==> config.mk <==
export PLATFORM = sky130hd
export DESIGN_NAME = mem_scrub_ctrl
export DESIGN_NICKNAME = d
export VERILOG_FILES = /design/src/rtl/scrub_pkg.sv /design/src/rtl/scrub_walker.sv /design/src/rtl/scrub_wb_ctrl.sv /design/src/rtl/scrub_errlog.sv /design/src/rtl/mem_scrub_ctrl.sv
export SDC_FILE = /design/constraint.sdc
export NUM_CORES = 1
export LEC_CHECK = 0
export BUFFER_PORTS_ARGS = -buffer_cell sky130_fd_sc_hd__buf_2
export CORE_ASPECT_RATIO = 0.8
export CORE_UTILIZATION = 58
export CTS_BUF_LIST = sky130_fd_sc_hd__clkbuf_4
export CTS_CLUSTER_DIAMETER = 40
export DETAILED_ROUTE_END_ITERATION = 7
export PLACE_DENSITY_LB_ADDON = 0.2
export SYNTH_ARGS = -nofsm -noshare
export SYNTH_HDL_FRONTEND = slang
export SYNTH_SLANG_ARGS = --single-unit
==> constraint.sdc <==
create_clock -name clk -period 6.8 [get_ports clk]
set_clock_uncertainty 0.1 [all_clocks]
set_input_delay 0.34 -clock clk [delete_from_list [all_inputs] [get_ports clk]]
set_output_delay 0.34 -clock clk [all_outputs]
set_load 0.1 [all_outputs]
==> src/rtl/scrub_pkg.sv <==
package scrub_pkg;
  localparam logic [1:0] ECC_CLEAN  = 2'd0;
  localparam logic [1:0] ECC_CORR   = 2'd1;
  localparam logic [1:0] ECC_UNCORR = 2'd2;

  localparam logic [1:0] KIND_NONE    = 2'd0;
  localparam logic [1:0] KIND_CE      = 2'd1;
  localparam logic [1:0] KIND_UE_DEM  = 2'd2;
  localparam logic [1:0] KIND_UE_SPEC = 2'd3;

  // Log kind for one response: patrol-found uncorrectable errors are speculative
  function automatic logic [1:0] err_kind(input logic patrol, input logic [1:0] ecc);
    if (ecc == ECC_CORR)   return KIND_CE;
    if (ecc == ECC_UNCORR) return patrol ? KIND_UE_SPEC : KIND_UE_DEM;
    return KIND_NONE;
  endfunction
endpackage

==> src/rtl/scrub_walker.sv <==
module scrub_walker #(
  parameter int AW = 16,
  parameter int IW = 12
) (
  input  logic          clk,
  input  logic          rst_n,
  input  logic          en,
  input  logic [AW-1:0] base,
  input  logic [AW-1:0] limit,
  input  logic [IW-1:0] interval,
  input  logic          issue,
  output logic          pend,
  output logic [AW-1:0] addr,
  output logic          pass_done
);
  logic [IW-1:0] gap_cnt;

  // Next patrol address; anything at or past the limit, or below base, restarts at base
  function automatic logic [AW-1:0] step(input logic [AW-1:0] cur,
                                         input logic [AW-1:0] lo,
                                         input logic [AW-1:0] hi);
    return (cur >= hi || cur < lo) ? lo : cur + 1'b1;
  endfunction

  always_ff @(posedge clk or negedge rst_n) begin
    if (!rst_n) begin
      gap_cnt   <= '0;
      pend      <= 1'b0;
      addr      <= '0;
      pass_done <= 1'b0;
    end else begin
      pass_done <= 1'b0;
      if (!en) begin
        gap_cnt <= '0;
        pend    <= 1'b0;
        addr    <= base;
      end else if (pend) begin
        if (issue) begin
          pend      <= 1'b0;
          addr      <= step(addr, base, limit);
          pass_done <= (addr == limit);
        end
      end else if (gap_cnt >= interval) begin
        pend    <= 1'b1;
        gap_cnt <= '0;
      end else begin
        gap_cnt <= gap_cnt + 1'b1;
      end
    end
  end
endmodule

==> src/rtl/scrub_wb_ctrl.sv <==
module scrub_wb_ctrl
  import scrub_pkg::*;
#(
  parameter int AW = 16,
  parameter int DW = 32
) (
  input  logic          clk,
  input  logic          rst_n,
  input  logic          rsp_valid,
  input  logic [1:0]    rsp_ecc,
  input  logic [AW-1:0] rsp_addr,
  input  logic [DW-1:0] rsp_data,
  input  logic          snp_hit_rsp,
  input  logic          snp_valid,
  input  logic [AW-1:0] snp_addr,
  input  logic          wb_fire,
  output logic          busy,
  output logic [AW-1:0] wb_addr,
  output logic [DW-1:0] wb_data
);
  logic ce_seen;
  logic hit_pending;

  assign ce_seen     = rsp_valid && (rsp_ecc == ECC_CORR);
  assign hit_pending = busy && snp_valid && (snp_addr == wb_addr);

  always_ff @(posedge clk or negedge rst_n) begin
    if (!rst_n) begin
      busy    <= 1'b0;
      wb_addr <= '0;
      wb_data <= '0;
    end else if (busy) begin
      if (wb_fire || hit_pending) busy <= 1'b0;
    end else if (ce_seen && !snp_hit_rsp) begin
      busy    <= 1'b1;
      wb_addr <= rsp_addr;
      wb_data <= rsp_data;
    end
  end
endmodule

==> src/rtl/scrub_errlog.sv <==
module scrub_errlog
  import scrub_pkg::*;
#(
  parameter int AW = 16
) (
  input  logic          clk,
  input  logic          rst_n,
  input  logic          rsp_valid,
  input  logic          rsp_scrub,
  input  logic [1:0]    rsp_ecc,
  input  logic [AW-1:0] rsp_addr,
  input  logic          clr,
  output logic          valid,
  output logic [AW-1:0] addr,
  output logic [1:0]    kind,
  output logic          ovf
);
  logic [1:0] new_kind;
  logic       new_err;

  assign new_kind = err_kind(rsp_scrub, rsp_ecc);
  assign new_err  = rsp_valid && (new_kind != KIND_NONE);

  always_ff @(posedge clk or negedge rst_n) begin
    if (!rst_n) begin
      valid <= 1'b0;
      addr  <= '0;
      kind  <= KIND_NONE;
      ovf   <= 1'b0;
    end else begin
      if (clr) begin
        valid <= 1'b0;
        ovf   <= 1'b0;
      end
      if (new_err) begin
        if (!valid || clr) begin
          valid <= 1'b1;
          addr  <= rsp_addr;
          kind  <= new_kind;
        end else begin
          ovf <= 1'b1;
        end
      end
    end
  end
endmodule

==> src/rtl/mem_scrub_ctrl.sv <==
module mem_scrub_ctrl
  import scrub_pkg::*;
#(
  parameter int AW = 16,
  parameter int DW = 32,
  parameter int IW = 12
) (
  input  logic          clk,
  input  logic          rst_n,
  input  logic          cfg_en,
  input  logic [AW-1:0] cfg_base,
  input  logic [AW-1:0] cfg_limit,
  input  logic [IW-1:0] cfg_interval,
  input  logic [2:0]    cfg_irq_mask,
  output logic          req_valid,
  input  logic          req_ready,
  output logic          req_write,
  output logic [AW-1:0] req_addr,
  output logic [DW-1:0] req_wdata,
  input  logic          rsp_valid,
  input  logic          rsp_scrub,
  input  logic [AW-1:0] rsp_addr,
  input  logic [1:0]    rsp_ecc,
  input  logic [DW-1:0] rsp_data,
  input  logic          snp_wr_valid,
  input  logic [AW-1:0] snp_wr_addr,
  input  logic          log_clr,
  output logic          log_valid,
  output logic [AW-1:0] log_addr,
  output logic [1:0]    log_kind,
  output logic          log_ovf,
  output logic          err_irq,
  output logic          pass_done
);
  // Internal events brought out as named wires for the checker
  logic          wb_busy;
  logic          patrol_pend;
  logic          snp_hit_rsp;
  logic          wb_fire;
  logic          patrol_fire;
  logic [AW-1:0] patrol_addr;
  logic [AW-1:0] wb_addr;
  logic [DW-1:0] wb_data;

  assign snp_hit_rsp = snp_wr_valid && (snp_wr_addr == rsp_addr);
  assign wb_fire     = wb_busy && req_ready;
  assign patrol_fire = !wb_busy && patrol_pend && req_ready;

  assign req_valid = wb_busy || patrol_pend;
  assign req_write = wb_busy;
  assign req_addr  = wb_busy ? wb_addr : patrol_addr;
  assign req_wdata = wb_busy ? wb_data : '0;

  scrub_walker #(.AW(AW), .IW(IW)) u_walker (
    .clk(clk), .rst_n(rst_n), .en(cfg_en), .base(cfg_base), .limit(cfg_limit),
    .interval(cfg_interval), .issue(patrol_fire), .pend(patrol_pend),
    .addr(patrol_addr), .pass_done(pass_done)
  );

  scrub_wb_ctrl #(.AW(AW), .DW(DW)) u_wb (
    .clk(clk), .rst_n(rst_n), .rsp_valid(rsp_valid), .rsp_ecc(rsp_ecc),
    .rsp_addr(rsp_addr), .rsp_data(rsp_data), .snp_hit_rsp(snp_hit_rsp),
    .snp_valid(snp_wr_valid), .snp_addr(snp_wr_addr), .wb_fire(wb_fire),
    .busy(wb_busy), .wb_addr(wb_addr), .wb_data(wb_data)
  );

  scrub_errlog #(.AW(AW)) u_log (
    .clk(clk), .rst_n(rst_n), .rsp_valid(rsp_valid), .rsp_scrub(rsp_scrub),
    .rsp_ecc(rsp_ecc), .rsp_addr(rsp_addr), .clr(log_clr), .valid(log_valid),
    .addr(log_addr), .kind(log_kind), .ovf(log_ovf)
  );

  always_comb begin
    err_irq = 1'b0;
    if (log_valid && log_kind != KIND_NONE) err_irq = cfg_irq_mask[log_kind - 2'd1];
  end
endmodule

==> key figures <==
Synth
  – Ranking of synthesized cells by instance count: 99 x dfrtp_1, 77 x mux2_2, 50 x inv_1
  – Yosys reg bits: between 90 and 100
  – Synth unique cells: 48
  – Synthesized area: 6170 um^2
  – Register area share after synthesis: around 40%
  – Top FF cell, synth: dfrtp_1
  – Asr flop ratio synth: 100.0%
  – Largest area contributor in the netlist: dfrtp_1
  – EDFF count, synth: 0
  – Top cells by area, synth: dfrtp_1 40%, mux2_2 14%, ha_1 9.3%
  – Yosys warns: 0
  – Cells after synthesis: between 600 and 700
  – Syn nets: just under 800
  – Top-area cell type share of the netlist area: 40.15%
  – Count leader, synth: dfrtp_1
  – Syn avg cell area: 10.03 um^2

Power and ir drop
  – Power density over cell area: 289.9 nW/um^2
  – Leakage power: around 3.9 nW
  – Peak supply drop: between 0.15 and 0.2 mV

Setup path
  – Worst Setup End Kind: register
  – CP Max Fanout: 20
  – Critical path launch point: u_walker.addr[13]
  – CP required: 7.05 ns
  – Reg2reg setup slack: 3.58 ns
  – Worst setup SP type: register
  – RR Startpoint: u_walker.addr[13]
  – Worst r2r path cells: 8
  – Worst r2r dst: u_walker.addr[3]
  – CP arrival: 3.47 ns
  – Crit path kind: reg2reg
  – Worst Setup EP: u_walker.addr[3]

Placed design
  – Post-DP Area: around 7200 um^2
  – Port Buffer Count: 192
  – Hpwl dp: between 10 and 15 mm
  – RePlAce Congestion: approximately 0.87

Clocking
  – # hold bufs at CTS: 27
  – Root Driver: clkbuf_4
  – Clock network latency to the later pin of the worst-skew pair: 0.45 ns
  – Resize count post-CTS: 0
  – CTS tree: done
  – Clock transition at path regs: 0.16 ns
  – Clock tree buffer depth: 2
  – Sink Count: 99
  – CTS Buf Count: 9
  – H-tree levels: 3
  – Setup Buffers After CTS: 0

Global routing
  – First-pass GRT wire length: 25.64 mm
  – Pin count of the biggest net entering global routing: 57
  – Vias in the first global route: 5358
  – Grt total ovfl: 0
  – Initial antenna violation count: 1
  – Total track usage: 29.83%

Run status
  – Status: completed

Floorplan
  – Area of the core: 10280 um^2
  – Starting Density: 60.01%
  – I/O pin cnt: 193
  – Total die area: 11060 um^2
  – Row cnt: 33
  – Die height: 94.25 um
  – Die W: ~120 um

Layout
  – Share of layout cells above drive strength 1: 35.29%
  – N_diodes: 0
  – Finished Cell Area: 7697 um^2
  – # nets final: approximately 1000
  – FILL cells: 754
  – Layout Area Growth over Synthesis: 24.76%

Min path
  – Hold Crit Class: in2reg

Timing
  – Worst Tran Pin Value: 0.9953 ns
  – RSZ-0062 raised after global routing: no
  – Final Hold Viols: 0
  – # setup viols final: 0
  – Period utilization: 47.40%
  – Max Fclk: 310.3 MHz
  – Final Max Slew Viols: 0
  – Slew HR: 33.64%
  – Fin crit period: 3.223 ns
  – Final TNS setup: 0 ns

Job
  – # Max-Cap Violations: 0

Route
  – Vias: 5487
  – DRT Pass-1 Iters: 5
  – DR iter-0 viols: 313
  – Routed Antenna Nets: 0
  – DRC: 0
  – Final WL: 16.39 mm
  – Post-DR wirelength/cell: 16.85 um
  – Vias/cell: 5.639
## placed cells by master (no fill, tap or decap), drive strengths merged, types with 10 or more instances in the layout
cell / Yosys / layout
nand2b: 10 / 10
buf: 9 / 196
nand2: 41 / 41
nand3: 33 / 33
ha: 46 / 46
and2: 38 / 38
inv: 50 / 51
clkbuf: 14 / 10
nor2: 15 / 15
xnor2: 30 / 30
nand4: 16 / 16
mux2: 77 / 77
dfrtp: 99 / 99
a21oi: 28 / 28
o21ai: 19 / 19
dlygate4sd3: 0 / 29
## cell families (layout without fill, tap and decap cells)
logic type	Yosys count	in the layout	synth area share, %
AO/OA/AOI/OAI	86	86	8.862
multiplexers	83	83	15.03
AND/OR/NAND/NOR	193	193	17.08
flip-flops	99	99	40.15
XOR/XNOR	35	35	4.969
adder cells (fa/ha/maj)	46	46	9.329
buffers and inverters	73	291	4.583
## cell type report
type	count	area [um^2]	area share, %
inverters	50	187.7	2.438
clock buffers	10	75.07	0.9753
repair buffers	225	1284	16.68
well taps	140	175.2	2.276
clock inverters	6	88.84	1.154
multi-input cells	443	3410	44.29
flip-flops and latches	99	2477	32.18
## power by group
group	switching, W	total [W]	internal [W]
Sequential	0.000116	0.000820	0.000705
Combinational	0.000759	0.00106	0.000297
Clock	0.000201	0.000355	0.000154
## worst min-delay path by stage
stage	start	endpoint	slack (ns)	depth (start not counted)
global route	rsp_data[28]	u_wb.wb_data[28]	0.0007	2
global placement	rst_n	u_walker.addr[13]	0.29	1
CTS	rsp_data[28]	u_wb.wb_data[28]	0.0001	2
detailed placement	rst_n	u_walker.addr[13]	0.29	1
finish	rsp_data[28]	u_wb.wb_data[28]	0.02	2
floorplan	rst_n	u_log.addr[0]	-0.06	0
## through the flow
| stage | hold slack, ns | utilization [%] | total power [W] | instances | setup WS, ns |
|---|---|---|---|---|---|
| after floorplan | -0.05559 | - | 0.001642 | 615 | 2.469 |
| after global placement | 0.2873 | 70.45 | 0.001834 | 928 | 3.725 |
| after detailed placement | 0.2875 | 70.45 | 0.001867 | 928 | 3.641 |
| after CTS | 0.0001309 | 74.67 | 0.002233 | 971 | 3.603 |
| after global routing | 0.0007160 | 74.87 | 0.002339 | 973 | 3.392 |
| final | 0.02285 | 74.87 | 0.002232 | 973 | 3.577 |
## critical path, stage by stage, from the launching register on
cell and delay [ns]:
dfrtp_1 0.49, ha_1 0.32, nand4_1 0.17, nor2_1 0.08, or4b_4 0.53, nor4b_4 0.34, and2_1 0.70, a21oi_1 0.14
o22a_1 0.24
## state kept, by name, summed over array words and instances, names as in the netlist
signal / count
u_walker.pass_done: 1
u_log.valid: 1
u_wb.wb_addr: 16
u_log.kind: 2
u_log.ovf: 1
u_wb.busy: 1
u_walker.gap_cnt: 12
u_log.addr: 16
u_walker.pend: 1
u_walker.addr: 16
u_wb.wb_data: 32
## routing by layer
layer | global-route usage [%] | share of wire, %
met5 | 0 | 0.079
met4 | 11.90 | 3.0
met3 | 6.311 | 6.3
met2 | 53.06 | 50
met1 | 35.44 | 41
Note: power is estimated with default switching activity, not from simulation.
